<file path="src/rtl/wbuf_pkg.sv">
package wbuf_pkg;
    // Progress of the single in-flight read.
    typedef enum logic [1:0] {
        RD_IDLE = 2'd0,   // no read held
        RD_PEND = 2'd1,   // missed the queue, waiting for the memory port
        RD_WAIT = 2'd2    // issued, waiting for memory data
    } rd_state_e;
endpackage

</file>
<file path="src/rtl/wbuf_match.sv">
// Associative search over the live queue entries; newest match wins.
module wbuf_match #(
    parameter int AW    = 8,
    parameter int DW    = 16,
    parameter int DEPTH = 4
) (
    input  logic [DEPTH-1:0][AW-1:0]        ent_addr,
    input  logic [DEPTH-1:0][DW-1:0]        ent_data,
    input  logic [$clog2(DEPTH)-1:0]        head,
    input  logic [$clog2(DEPTH+1)-1:0]      count,
    input  logic [AW-1:0]                   look_addr,
    output logic                            hit,
    output logic [DW-1:0]                   hit_data
);
    localparam int PTR_W = $clog2(DEPTH);
    localparam int CNT_W = $clog2(DEPTH+1);

    logic [DEPTH-1:0][PTR_W-1:0] age_idx;   // slot holding the k-th oldest entry
    logic [DEPTH-1:0]            age_hit;

    for (genvar k = 0; k < DEPTH; k++) begin : g_age
        assign age_idx[k] = PTR_W'((32'(head) + k) % DEPTH);
        assign age_hit[k] = (CNT_W'(k) < count) && (ent_addr[age_idx[k]] == look_addr);
    end

    always_comb begin
        hit      = 1'b0;
        hit_data = '0;
        for (int k = 0; k < DEPTH; k++) begin
            if (age_hit[k]) begin       // later (younger) matches override
                hit      = 1'b1;
                hit_data = ent_data[age_idx[k]];
            end
        end
    end
endmodule

</file>
<file path="src/rtl/wbuf_arb.sv">
// Memory port arbiter: a held read always goes before a queued store.
module wbuf_arb #(
    parameter int AW = 8,
    parameter int DW = 16
) (
    input  logic          rd_pend,
    input  logic [AW-1:0] rd_addr,
    input  logic          wb_nonempty,
    input  logic [AW-1:0] head_addr,
    input  logic [DW-1:0] head_data,
    input  logic          mem_req_ready,
    output logic          mem_req_valid,
    output logic          mem_req_write,
    output logic [AW-1:0] mem_req_addr,
    output logic [DW-1:0] mem_req_wdata,
    output logic          rd_issue,
    output logic          drain
);
    always_comb begin
        mem_req_valid = rd_pend || wb_nonempty;
        mem_req_write = !rd_pend && wb_nonempty;
        mem_req_addr  = rd_pend ? rd_addr : head_addr;
        mem_req_wdata = rd_pend ? '0 : head_data;
        rd_issue      = rd_pend && mem_req_ready;
        drain         = mem_req_write && mem_req_ready;
    end
endmodule

</file>
<file path="src/rtl/wbuf_read_bypass.sv">
module wbuf_read_bypass #(
    parameter int AW    = 8,
    parameter int DW    = 16,
    parameter int DEPTH = 4
) (
    input  logic          clk,
    input  logic          rst_n,
    input  logic          wr_valid,
    output logic          wr_ready,
    input  logic [AW-1:0] wr_addr,
    input  logic [DW-1:0] wr_data,
    input  logic          rd_valid,
    output logic          rd_ready,
    input  logic [AW-1:0] rd_addr,
    output logic          rd_rsp_valid,
    output logic          rd_rsp_hit,
    output logic [DW-1:0] rd_rsp_data,
    output logic          mem_req_valid,
    input  logic          mem_req_ready,
    output logic          mem_req_write,
    output logic [AW-1:0] mem_req_addr,
    output logic [DW-1:0] mem_req_wdata,
    input  logic          mem_rsp_valid,
    input  logic [DW-1:0] mem_rsp_data
);
    import wbuf_pkg::*;

    localparam int PTR_W = $clog2(DEPTH);
    localparam int CNT_W = $clog2(DEPTH+1);

    typedef struct packed {
        logic [DEPTH-1:0][AW-1:0] addr;
        logic [DEPTH-1:0][DW-1:0] data;
        logic [PTR_W-1:0]         head;
        logic [CNT_W-1:0]         count;
        rd_state_e                rds;
        logic [AW-1:0]            rd_addr;
        logic                     rsp_valid;
        logic                     rsp_hit;
        logic [DW-1:0]            rsp_data;
    } state_t;

    state_t s_q, s_d;

    logic             look_hit;
    logic [DW-1:0]    look_data;
    logic             rd_issue, drain, enq, rd_acc;
    logic [PTR_W-1:0] tail;

    wbuf_match #(.AW(AW), .DW(DW), .DEPTH(DEPTH)) u_match (
        .ent_addr  (s_q.addr),
        .ent_data  (s_q.data),
        .head      (s_q.head),
        .count     (s_q.count),
        .look_addr (rd_addr),
        .hit       (look_hit),
        .hit_data  (look_data)
    );

    wbuf_arb #(.AW(AW), .DW(DW)) u_arb (
        .rd_pend       (s_q.rds == RD_PEND),
        .rd_addr       (s_q.rd_addr),
        .wb_nonempty   (s_q.count != '0),
        .head_addr     (s_q.addr[s_q.head]),
        .head_data     (s_q.data[s_q.head]),
        .mem_req_ready (mem_req_ready),
        .mem_req_valid (mem_req_valid),
        .mem_req_write (mem_req_write),
        .mem_req_addr  (mem_req_addr),
        .mem_req_wdata (mem_req_wdata),
        .rd_issue      (rd_issue),
        .drain         (drain)
    );

    assign wr_ready     = (s_q.count != CNT_W'(DEPTH));
    assign rd_ready     = (s_q.rds == RD_IDLE);
    assign enq          = wr_valid && wr_ready;
    assign rd_acc       = rd_valid && rd_ready;
    assign tail         = PTR_W'((32'(s_q.head) + 32'(s_q.count)) % DEPTH);
    assign rd_rsp_valid = s_q.rsp_valid;
    assign rd_rsp_hit   = s_q.rsp_hit;
    assign rd_rsp_data  = s_q.rsp_data;

    always_comb begin
        s_d           = s_q;
        s_d.rsp_valid = 1'b0;

        // queue: write at tail, retire at head
        if (enq) begin
            s_d.addr[tail] = wr_addr;
            s_d.data[tail] = wr_data;
        end
        if (drain) begin
            s_d.head = PTR_W'((32'(s_q.head) + 1) % DEPTH);
        end
        s_d.count = s_q.count + CNT_W'(enq) - CNT_W'(drain);

        // read path
        unique case (s_q.rds)
            RD_IDLE: begin
                if (rd_acc) begin
                    if (look_hit) begin
                        s_d.rsp_valid = 1'b1;
                        s_d.rsp_hit   = 1'b1;
                        s_d.rsp_data  = look_data;
                    end else begin
                        s_d.rds     = RD_PEND;
                        s_d.rd_addr = rd_addr;
                    end
                end
            end
            RD_PEND: begin
                if (rd_issue) s_d.rds = RD_WAIT;
            end
            RD_WAIT: begin
                if (mem_rsp_valid) begin
                    s_d.rds       = RD_IDLE;
                    s_d.rsp_valid = 1'b1;
                    s_d.rsp_hit   = 1'b0;
                    s_d.rsp_data  = mem_rsp_data;
                end
            end
            default: s_d.rds = RD_IDLE;
        endcase
    end

    always_ff @(posedge clk) begin
        if (!rst_n) begin
            s_q     <= '0;
            s_q.rds <= RD_IDLE;
        end else begin
            s_q <= s_d;
        end
    end

    // occupancy never exceeds the queue depth
    assert_no_overflow_R2: assert property (@(posedge clk) disable iff (!rst_n)
        s_q.count <= CNT_W'(DEPTH));

    // head advances by one slot per drain
    assert_drain_order_R3: assert property (@(posedge clk) disable iff (!rst_n)
        drain |=> (s_q.head == PTR_W'((32'($past(s_q.head)) + 1) % DEPTH)));

    // a held read is what memory is offered
    assert_pend_offered_R4: assert property (@(posedge clk) disable iff (!rst_n)
        (s_q.rds == RD_PEND) |-> (mem_req_valid && mem_req_addr == s_q.rd_addr));

    // a queue hit answers on the next cycle
    assert_hit_reply_R5: assert property (@(posedge clk) disable iff (!rst_n)
        (rd_acc && look_hit) |=> (rd_rsp_valid && rd_rsp_hit));

    // no store slips ahead of a held read
    assert_read_first_R7: assert property (@(posedge clk) disable iff (!rst_n)
        (s_q.rds == RD_PEND) |-> !mem_req_write);

    // simultaneous enqueue and drain keep the count
    assert_steady_count_R8: assert property (@(posedge clk) disable iff (!rst_n)
        (enq && drain) |=> (s_q.count == $past(s_q.count)));

    // a missing read blocks further reads
    assert_single_read_R9: assert property (@(posedge clk) disable iff (!rst_n)
        (rd_acc && !look_hit) |=> !rd_ready);
endmodule

</file>
<file path="config.mk">
export PLATFORM = sky130hd
export DESIGN_NAME = wbuf_read_bypass
export DESIGN_NICKNAME = d
export VERILOG_FILES = /design/src/rtl/wbuf_pkg.sv /design/src/rtl/wbuf_match.sv /design/src/rtl/wbuf_arb.sv /design/src/rtl/wbuf_read_bypass.sv
export SDC_FILE = /design/constraint.sdc
export NUM_CORES = 1
export LEC_CHECK = 0
export ABC_AREA = 1
export BUFFER_PORTS_ARGS = -buffer_cell sky130_fd_sc_hd__buf_4
export CAP_MARGIN = 30
export CELL_PAD_IN_SITES_DETAIL_PLACEMENT = 1
export CELL_PAD_IN_SITES_GLOBAL_PLACEMENT = 2
export CORE_MARGIN = 1
export CORE_UTILIZATION = 25
export CTS_CLUSTER_DIAMETER = 150
export DETAILED_ROUTE_END_ITERATION = 6
export PLACE_DENSITY_LB_ADDON = 0.1
export RECOVER_POWER = 50
export SETUP_SLACK_MARGIN = 0.1
export SYNTH_ARGS = -nofsm -noshare
export SYNTH_HDL_FRONTEND = slang
export SYNTH_SLANG_ARGS = --single-unit
</file>
<file path="constraint.sdc">
create_clock -name clk -period 2.96 [get_ports clk]
set_input_delay 0.148 -clock clk [delete_from_list [all_inputs] [get_ports clk]]
set_output_delay 0.148 -clock clk [all_outputs]
set_load 0.1 [all_outputs]
</file>
# Yosys cells after proc, flatten, opt, wreduce, memory -nomap -nowiden
# Index checks and enable logic that the tools add are counted.
# Widths: inputs -> output; s select.
# op_classes
multipliers	0
mux	40
n_eq_ne	12
magnitude_cmp	10
div	0
n_shift	0
reduce_logical	18
bitwise	1
addsub	6
# op_table
cell	count
$mux 16	10
$bmux 16 s2	4
$bmux 8 s2	4
$bwmux 64	1
$mux 8	6
$mux 18	2
$pmux 18 s2	1
$bwmux 32	1
$demux 16 s2	1
$eq 8x8->1	4
$mux 28	1
$demux 8 s2	1
$lt 2x3->1 const B	5
$logic_and 1x1->1	10
$mux 10	1
$reduce_and 4->1	2
$lt 1x3->1 const A	2
$lt 2x3->1 const A	2
$ne 2x2->1 const B	3
$pmux 2 s3	1
$add 2x2->2 const B	2
$mux 1	4
$mux 2	2
$ne 2x1->1 const B	2
other kinds (15)	15
# word_totals
register_bits	129
ram_bits	0
latchBits	0
rom_bits	0
mem_count	0
inputBits	54

# Logic depth before layout (Yosys ltp)
# Gate-level depths: netlist (run 1).
# logic_depth
depth_word	11
ltp_mapped	21
depth_no_buf	18

# Hierarchy
# From an unflattened synthesis (run 1), not the netlist that was laid out.
# hier_totals
cells_unflattened	1791
hier_area_um2	10129.7
# modules_own_cells
module	seq_area_each_um2	cells_per_inst	instances	area_per_inst_um2
wbuf_read_bypass	2582.5	924	1	6139.6
wbuf_match	0.0	799	1	3707.3
wbuf_arb	0.0	68	1	282.8

# Worst setup path after synthesis (run 1)
# OpenSTA, ideal clock, no wires.
# synth_path
path_type	register to register
startpoint	register s_q[27] in the netlist's numbering
endpoint	register, netlist name s_q[30]
required_ps	2844
synth_period_minus_slack_ps	3279
setup_ps	116
arrival_ps	3163
stages_incl_launch_ff	12
setup_slack_ps	-319
cell_sequence	dfxtp_1 -> nor2_1 -> nor2_1 -> nand2_1 -> inv_1 -> ha_1 -> inv_1 -> ha_1 -> inv_1 -> fa_1 -> xnor2_1 -> nor2_1
# synth_between
elab_chain_cells	5
# synth_lines
item	line	text
start, declared	wbuf_read_bypass.sv:43	state_t s_q, s_d;
$eq 2x1->1	wbuf_read_bypass.sv:61	.rd_pend (s_q.rds == RD_PEND),
$logic_not 1->1	wbuf_arb.sv:21	mem_req_write = !rd_pend && wb_nonempty;
$logic_and 1x1->1	wbuf_arb.sv:21	
named net mem_req_write	wbuf_read_bypass.sv:20	output logic mem_req_write,
$logic_and 1x1->1	wbuf_arb.sv:25	drain = mem_req_write && mem_req_ready;
named net drain	wbuf_read_bypass.sv:47	logic rd_issue, drain, enq, rd_acc;
$sub 3x1->3	wbuf_read_bypass.sv:96	s_d.count = s_q.count + CNT_W'(enq) - CNT_W'(drain);
# The timed path passes the listed nets, and every way through them passes these cells.
# A chain may end at the register's enable or synchronous reset.

# Final worst setup path (run 1)
# layout_path
startpoint	register s_q[31] in the netlist's numbering
endpoint	output port mem_req_wdata[13]
# layout_between
elab_chain_cells	3
# layout_lines
item	line	text
$bmux 16 s2	wbuf_read_bypass.sv:65	.head_data (s_q.data[s_q.head]),
$mux 16 (not written as such)	wbuf_read_bypass.sv:65	
$mux 16	wbuf_arb.sv:23	mem_req_wdata = rd_pend ? '0 : head_data;
end, declared	wbuf_read_bypass.sv:22	output logic [DW-1:0] mem_req_wdata,
# No other way between the ends. The select of a mux whose other input is x is not followed.

==> summary.md, run 1 <==
| Metric | Value |
|---|---|
| Post-synthesis net count | `1601` |
| Layout area overhead | `20.2%` |
| Num ports | `100` |
| GRT Residual Overflow | `0` |
| Seq cells post-synth | `129` |
| Main combinational cell family by area after synthesis | `simple AND/OR/NAND/NOR gates` |
| XOR/XNOR Fraction of Synth Area | `0.00688` |
| Synth unique cells | `31` |
| First DRT Iteration DRCs | `508` |
| Clk_lat worst skew | `450 ps` |
| Final Slew Violations | `0` |
| Die H | `191 um` |
| Worst setup EP type | `primary output` |
| First-pass GRT wire length | `55.9 mm` |
| Max Clk Rate | `367 MHz` |
| Worst hold path type | `input pin to flip-flop` |
| Average via count per standard cell | `4.62` |
| Sequential element share of the synthesized area | `0.290` |
| Cell area after layout | `10700 sq um` |
| Final setup fails | `0` |
| WL final | `35.6 mm` |
| Number of remaining DRC errors | `0` |
| Root buf cell | `clkbuf_16` |
| Core area | `34800 sq um` |
| Drt pass-1 iters | `4` |
| Max-cap violations | `0` |
| Synthesized instance count | `1541` |
| Wire per inst | `17.2 um` |
| Antenna violations before repair | `0` |
| Yosys warns | `0` |
| Simple-gate share of the synthesized area | `0.377` |
| Port bufs | `99` |
| Compound-Gate Fraction of Synth Area | `0.196` |
| Die width | `191 um` |
| Cell Rows | `68` |
| Least-Margin Pin Slew | `1190 ps` |
| Initial Utilization | `0.256` |
| CTS H-tree lvls | `4` |
| Syn Area/Cell | `5.78 sq um` |
| CTS Buf Count | `17` |
| CP Launch Type | `flip-flop` |
| Post-DRT Antenna Nets | `0` |
| Worst-path clk slew | `70 ps` |
| Post-Place Cell Area | `9890 sq um` |
| Leakage power | `4.67 nW` |
| Worst VDD drop | `0.747 mV` |
| Nets | `1665` |
| Routed vias | `9585` |
| CP max FO | `52` |
| Share of cells above drive strength 1 | `0.101` |
| Post-Syn Area | `8910 sq um` |
| Number of global-route vias before repair | `9189` |
| Total GRT Usage | `0.203` |
| Pwr Density | `1070 nW/um^2` |
| Ant. Diodes | `0` |
| CTS tree | `built` |
| CTS sink count | `129` |
| RSZ-0062 raised after global routing | `false` |
| Relative slew slack | `0.213` |
| Critical Path RT | `2810 ps` |
| RePlAce Congestion | `0.813` |
| Final Core Density | `0.308` |
| Largest net degree at the start of global routing | `71` |
| Die ar. | `36400 sq um` |
| Adder-Cell Fraction of Synth Area | `0.00927` |
| Mux contribution to synthesized area | `0` |
| Final Cycle Share | `0.921` |
| Hold Fails Final Rpt | `0` |
| Total power | `11.5 mW` |
| Min cycle time layout | `2730 ps` |
| Hpwl dp | `27.0 mm` |
| Status | `finished, final reports clean` |
| Setup CP Type | `flip-flop to primary output` |
| Clk_skew | `16.8 ps` |
| Worst Path Arrival | `2580 ps` |
| Max Root-Sink Buffers | `2` |
| Setup TNS | `0 ps` |
per-layer routing:
layer  part of all wire  wire (um)  track usage
met5                  0          0            0
met4             0.0097        347       0.0498
met1               0.61      21800        0.345
met2               0.35      12300        0.249
met3              0.033       1190       0.0271
cells by family after synthesis:
| family | Yosys count |
|---|---|
| adder cells (fa/ha/maj) | 6 |
| flip-flops | 129 |
| buffers and inverters | 236 |
| XOR/XNOR | 7 |
| AO/OA/AOI/OAI | 347 |
| AND/OR/NAND/NOR | 816 |
Yosys cell counts:
library cell  number  area, sq um
nand2_4            4         45.0
and2_1             1         6.26
xnor2_1            1         8.76
inv_1            120          450
dfxtp_1          129         2580
nor2_4             4         45.0
a21oi_2            1         8.76
nand3_1           88          440
nor2_1           236          886
nor2_2             2         12.5
fa_1               1         20.0
buf_6             11          124
o21ai_1           45          225
nand2_1          438         1640
clkbuf_1          62          233
a21boi_0           1         7.51
o211ai_1           1         7.51
buf_4             25          188
o21ai_0          242         1210
buf_2             12         60.1
nand2_2            5         31.3
ha_1               5         62.6
buf_1              3         11.3
inv_6              1         8.76
a21oi_1           57          285
inv_2              2         7.51
xor2_1             6         52.6
nand3b_1           1         7.51
nand4_1           34          213
nand3_4            1         17.5
nor3_1             2         10.0
state kept, by name, summed over array words and instances (netlist names):
register      count
rd_rsp_hit        1
rd_rsp_data      16
s_q             111
rd_rsp_valid      1
layout by cell type (no fill, tap or decap), types with 5 or more instances in the layout:
| cell type | n |
|---|---|
| o21ai_0 | 232 |
| buf_4 | 90 |
| nand2_1 | 438 |
| clkbuf_1 | 22 |
| inv_1 | 120 |
| nand4_1 | 34 |
| dlygate4sd3_1 | 29 |
| nand3_1 | 88 |
| clkbuf_16 | 17 |
| nor2_1 | 234 |
| ha_1 | 5 |
| a21oi_1 | 57 |
| inv_8 | 5 |
| clkbuf_2 | 9 |
| nand2_2 | 5 |
| xor2_1 | 6 |
| o21ai_1 | 55 |
| dfxtp_1 | 127 |
stage by stage:
step                hold WS (ps)  setup slack, ps  std cells
finish                      21.8              234       2073
global route                21.7             71.0       2073
CTS                        0.534              163       2072
detailed placement           436              316       2011
global placement             433              324       2011
floorplan                    312              126       1541
worst max-delay path: stages (launching register included):
cell	delay, ps
dfxtp_4	370
inv_8	220
buf_6	330
o21ai_0	310
o21ai_1	360
inv_1	100
nor2_1	90
buf_4	310
power by group:
part	switching (mW)	total, mW	internal [mW]
combinational	5.00	6.60	1.60
clock	1.01	2.30	1.29
sequential	0.359	2.58	2.22
repair_timing:
action / 4_1_cts / 5_1_grt
setup endpoints to repair: 2 / 19
setup buffers: 0 / 1
pin swaps: 0 / 1
gates cloned: 0 / 0
gates resized for setup: 2 / 4
hold buffers: 29 / 0
hold endpoints to repair: 77 / 0
path summary, 6_finish.rpt:
check / from / end / slack (ps) / depth (start not counted)
setup / recovery: s_q[31] / mem_req_wdata[13] / 230 / 7
hold / removal: mem_rsp_data[9] / rd_rsp_data[9] / 20 / 5
setup reg to reg: s_q[31] / rd_rsp_data[0] / 330 / 16
hold reg to reg: s_q[18] / s_q[18] / 450 / 2
layout make-up:
class / instances / area, sq um
clock inverters: 15 / 196
inverters: 123 / 469
fillers: 4550 / 24100
repair buffers: 158 / 1210
clock buffers: 17 / 425
multi-input cells: 1176 / 5250
flip-flops and latches: 129 / 2590
well taps: 455 / 569
(Power assumes the default switching activity.)
==> run 2, diff against run 1 <==
BUFFER_PORTS_ARGS = -buffer_cell sky130_fd_sc_hd__buf_2   (was -buffer_cell sky130_fd_sc_hd__buf_4)
clock period = 3.5 ns   (was 2.96 ns; I/O delays follow)
==> summary.md, run 2 (synthesis results as in run 1) <==
| Metric | Value |
|---|---|
| Status | `finished, final reports clean` |
| Fill cells | `4565 (+0.33%)` |
| Layout area overhead | `12.8%` |
| Hold Path End | `s_q[98]` |
| Gr busiest metal | `met1` |
| Routed vias | `9416 (-1.8%)` |
| Drt pass-1 iters | `5 (+1)` |
| Average via count per standard cell | `4.63 (+0.22%)` |
| Sequential share of power | `0.239 (+0.014)` |
| GRT Residual Overflow | `0 (unchanged)` |
| Reg2Reg Launch Point | `s_q[31]` |
| Reg2reg end | `rd_rsp_data[8]` |
| Min cycle time layout | `3100 ps` |
| Commonest non-fill, non-tap cell in the layout | `nand2_1` |
| First DRT Iteration DRCs | `455 (-10%)` |
| Placed Cells | `2000 (-0.55%)` |
| Post-layout instance count excluding filler cells | `2032 (-2.0%)` |
| Flop-to-flop setup slack | `520 ps (+190 ps)` |
| CP max FO | `64 (+23%)` |
| CTS Buf Count | `17 (unchanged)` |
| Max stage delay on crit path | `500 ps (+130 ps)` |
| Max-cap violations | `0 (unchanged)` |
| CP most frequent cell | `o21ai_0` |
| Worst-path clk slew | `70 ps (about the same)` |
| WL final | `34.1 mm (-4.3%)` |
| RePlAce Congestion | `0.808 (-0.62%)` |
| Hold path depth | `3 (-2)` |
| Register area | `2590 sq um (about the same)` |
| Clk_skew | `11.6 ps (-5.22 ps)` |
| Setup CP Type | `flip-flop to primary output` |
| Crit path max-delay family | `buffers and inverters` |
| Max reg flops | `111 (unchanged)` |
| Total GRT Usage | `0.194 (-0.00893)` |
| Die H | `191 um (unchanged)` |
| Worst reg2reg path depth | `14 (-2)` |
| Comb pwr share | `0.566 (-0.009)` |
| Switch share | `0.565 (+0.00944)` |
| Die width | `191 um (unchanged)` |
| Max Root-Sink Buffers | `2 (unchanged)` |
| Worst setup EP type | `primary output` |
| Biggest register | `s_q` |
| Least-Margin Pin Slew | `1190 ps (+7.49 ps)` |
| Hpwl dp | `26.6 mm (-1.6%)` |
| CTS tree | `built` |
| Wire per inst | `16.8 um (-2.3%)` |
| CP Cell Sequence | `inv_6, buf_6, o21ai_0, o21ai_0, inv_1, nor2_1, buf_2` |
| Relative slew slack | `0.208 (-0.00497)` |
| Nets | `1624 (-2.5%)` |
| Die ar. | `36400 sq um (unchanged)` |
| Largest net degree at the start of global routing | `126 (+77%)` |
| GR met1 Demand/Resource | `0.332 (-0.0137)` |
| Initial Utilization | `0.256 (unchanged)` |
| Net switching power | `5.26 mW (-18%)` |
| Max Clk Rate | `323 MHz` |
| Met3 Usage GRT | `0.0230 (-0.00405)` |
| RSZ-0062 raised after global routing | `false` |
| CP max stage cell | `o21ai_0` |
| Final Slew Violations | `0 (unchanged)` |
| Core area | `34800 sq um (unchanged)` |
| Pwr Density | `925 nW/um^2 (-14%)` |
| Setup TNS | `0 ps (unchanged)` |
| Root buf cell | `clkbuf_16` |
| CP Launch Type | `flip-flop` |
| Port bufs | `99 (unchanged)` |
| Number of remaining DRC errors | `0 (unchanged)` |
| Multi-input gate area | `5260 sq um (+0.12%)` |
| Worst Path Arrival | `2920 ps (+340 ps)` |
| Clk_lat worst skew | `450 ps (about the same)` |
| Leakage power | `4.38 nW (-6.2%)` |
| Cell Rows | `68 (unchanged)` |
| Critical Path RT | `3320 ps (+510 ps)` |
| Final Cycle Share | `0.885` |
| First-pass GRT wire length | `53.7 mm (-4.0%)` |
| Number of global-route vias before repair | `8906 (-3.1%)` |
| CTS H-tree lvls | `4 (unchanged)` |
| Final setup fails | `0 (unchanged)` |
| Dpl ws | `405 ps (+89.3 ps)` |
| Share of cells above drive strength 1 | `0.0888 (-0.0120)` |
| Cts hold-fix bufs | `0 (-100%)` |
| Met2 usage | `0.239 (-0.00975)` |
| Hold Fails Final Rpt | `0 (unchanged)` |
| Slack of the critical path | `402 ps (+167 ps)` |
| Internal power | `4.05 mW (-21%)` |
| CTS sink count | `129 (unchanged)` |
| Most frequent cells in the layout | `nand2_1, o21ai_0, nor2_1, dfxtp_1, inv_1` |
| Num ports | `100 (unchanged)` |
| Post-DRT Antenna Nets | `0 (unchanged)` |
| Ant. Diodes | `0 (unchanged)` |
| Antenna violations before repair | `0 (unchanged)` |
| Worst VDD drop | `0.488 mV (-35%)` |
| Clock network power share | `0.195 (-0.005)` |
| Hold Crit Start | `wr_addr[1]` |
| Worst hold path type | `input pin to flip-flop` |
| Postcts setup bufs | `0 (unchanged)` |
| Total power | `9.31 mW (-19%)` |
| CP bufs+invs | `4 (unchanged)` |
-- run 2: worst max path at each step --
stage	start	to	cells past startpoint
after floorplan	s_q[27]	s_q[30]	11
after global placement	s_q[31]	rd_rsp_data[8]	14
after detailed placement	s_q[31]	rd_rsp_data[10]	17
after CTS	s_q[31]	mem_req_wdata[2]	7
after global routing	s_q[31]	rd_rsp_data[6]	16
final	s_q[31]	mem_req_wdata[2]	7
-- run 2: stage by stage --
stage / util / hold WS (ps) / instance area, sq um
final: 0.289 / 25.9 / 10100
after global placement: 0.273 / 433 / 9520
after detailed placement: 0.273 / 437 / 9520
after CTS: 0.290 / 10.2 / 10100
after global routing: 0.289 / 34.8 / 10100
after floorplan: - / 339 / 8910
-- run 2: timing repair --
action	4_1_cts	5_1_grt
hold endpoints to repair	0	0
setup endpoints to repair	0	24
gates resized for setup	0	3
-- run 2: worst reg2reg max path, delay by kind of cell (launching register included) --
kind / cells / cell delay [ps]
flip-flops: 1 / 630
AO/OA/AOI/OAI: 1 / 410
AND/OR/NAND/NOR: 11 / 1260
buffers and inverters: 2 / 630
-- run 2: metal layers --
metal	vias up	wire, um
met5	-	0
met3	16	931
met4	0	299
met1	4294	21100
li1	4979	-
met2	127	11800
-- run 2: power by group through the flow --
| stage | clock (mW) | sequential, mW | combinational [mW] |
|---|---|---|---|
| after floorplan | 0 | 2.08 | 4.05 |
| after global placement | 0 | 2.24 | 5.22 |
| after detailed placement | 0 | 2.26 | 5.30 |
| after CTS | 1.87 | 2.23 | 5.31 |
| after global routing | 1.94 | 2.29 | 5.86 |
| final | 1.81 | 2.23 | 5.27 |
-- run 2: final cells by class --
| type | count | share of cell area |
|---|---|---|
| well taps | 455 | 0.0566 |
| multi-input cells | 1176 | 0.523 |
| clock buffers | 17 | 0.0423 |
| clock inverters | 15 | 0.0148 |
| inverters | 123 | 0.0464 |
| flip-flops and latches | 129 | 0.257 |
| repair buffers | 117 | 0.0598 |
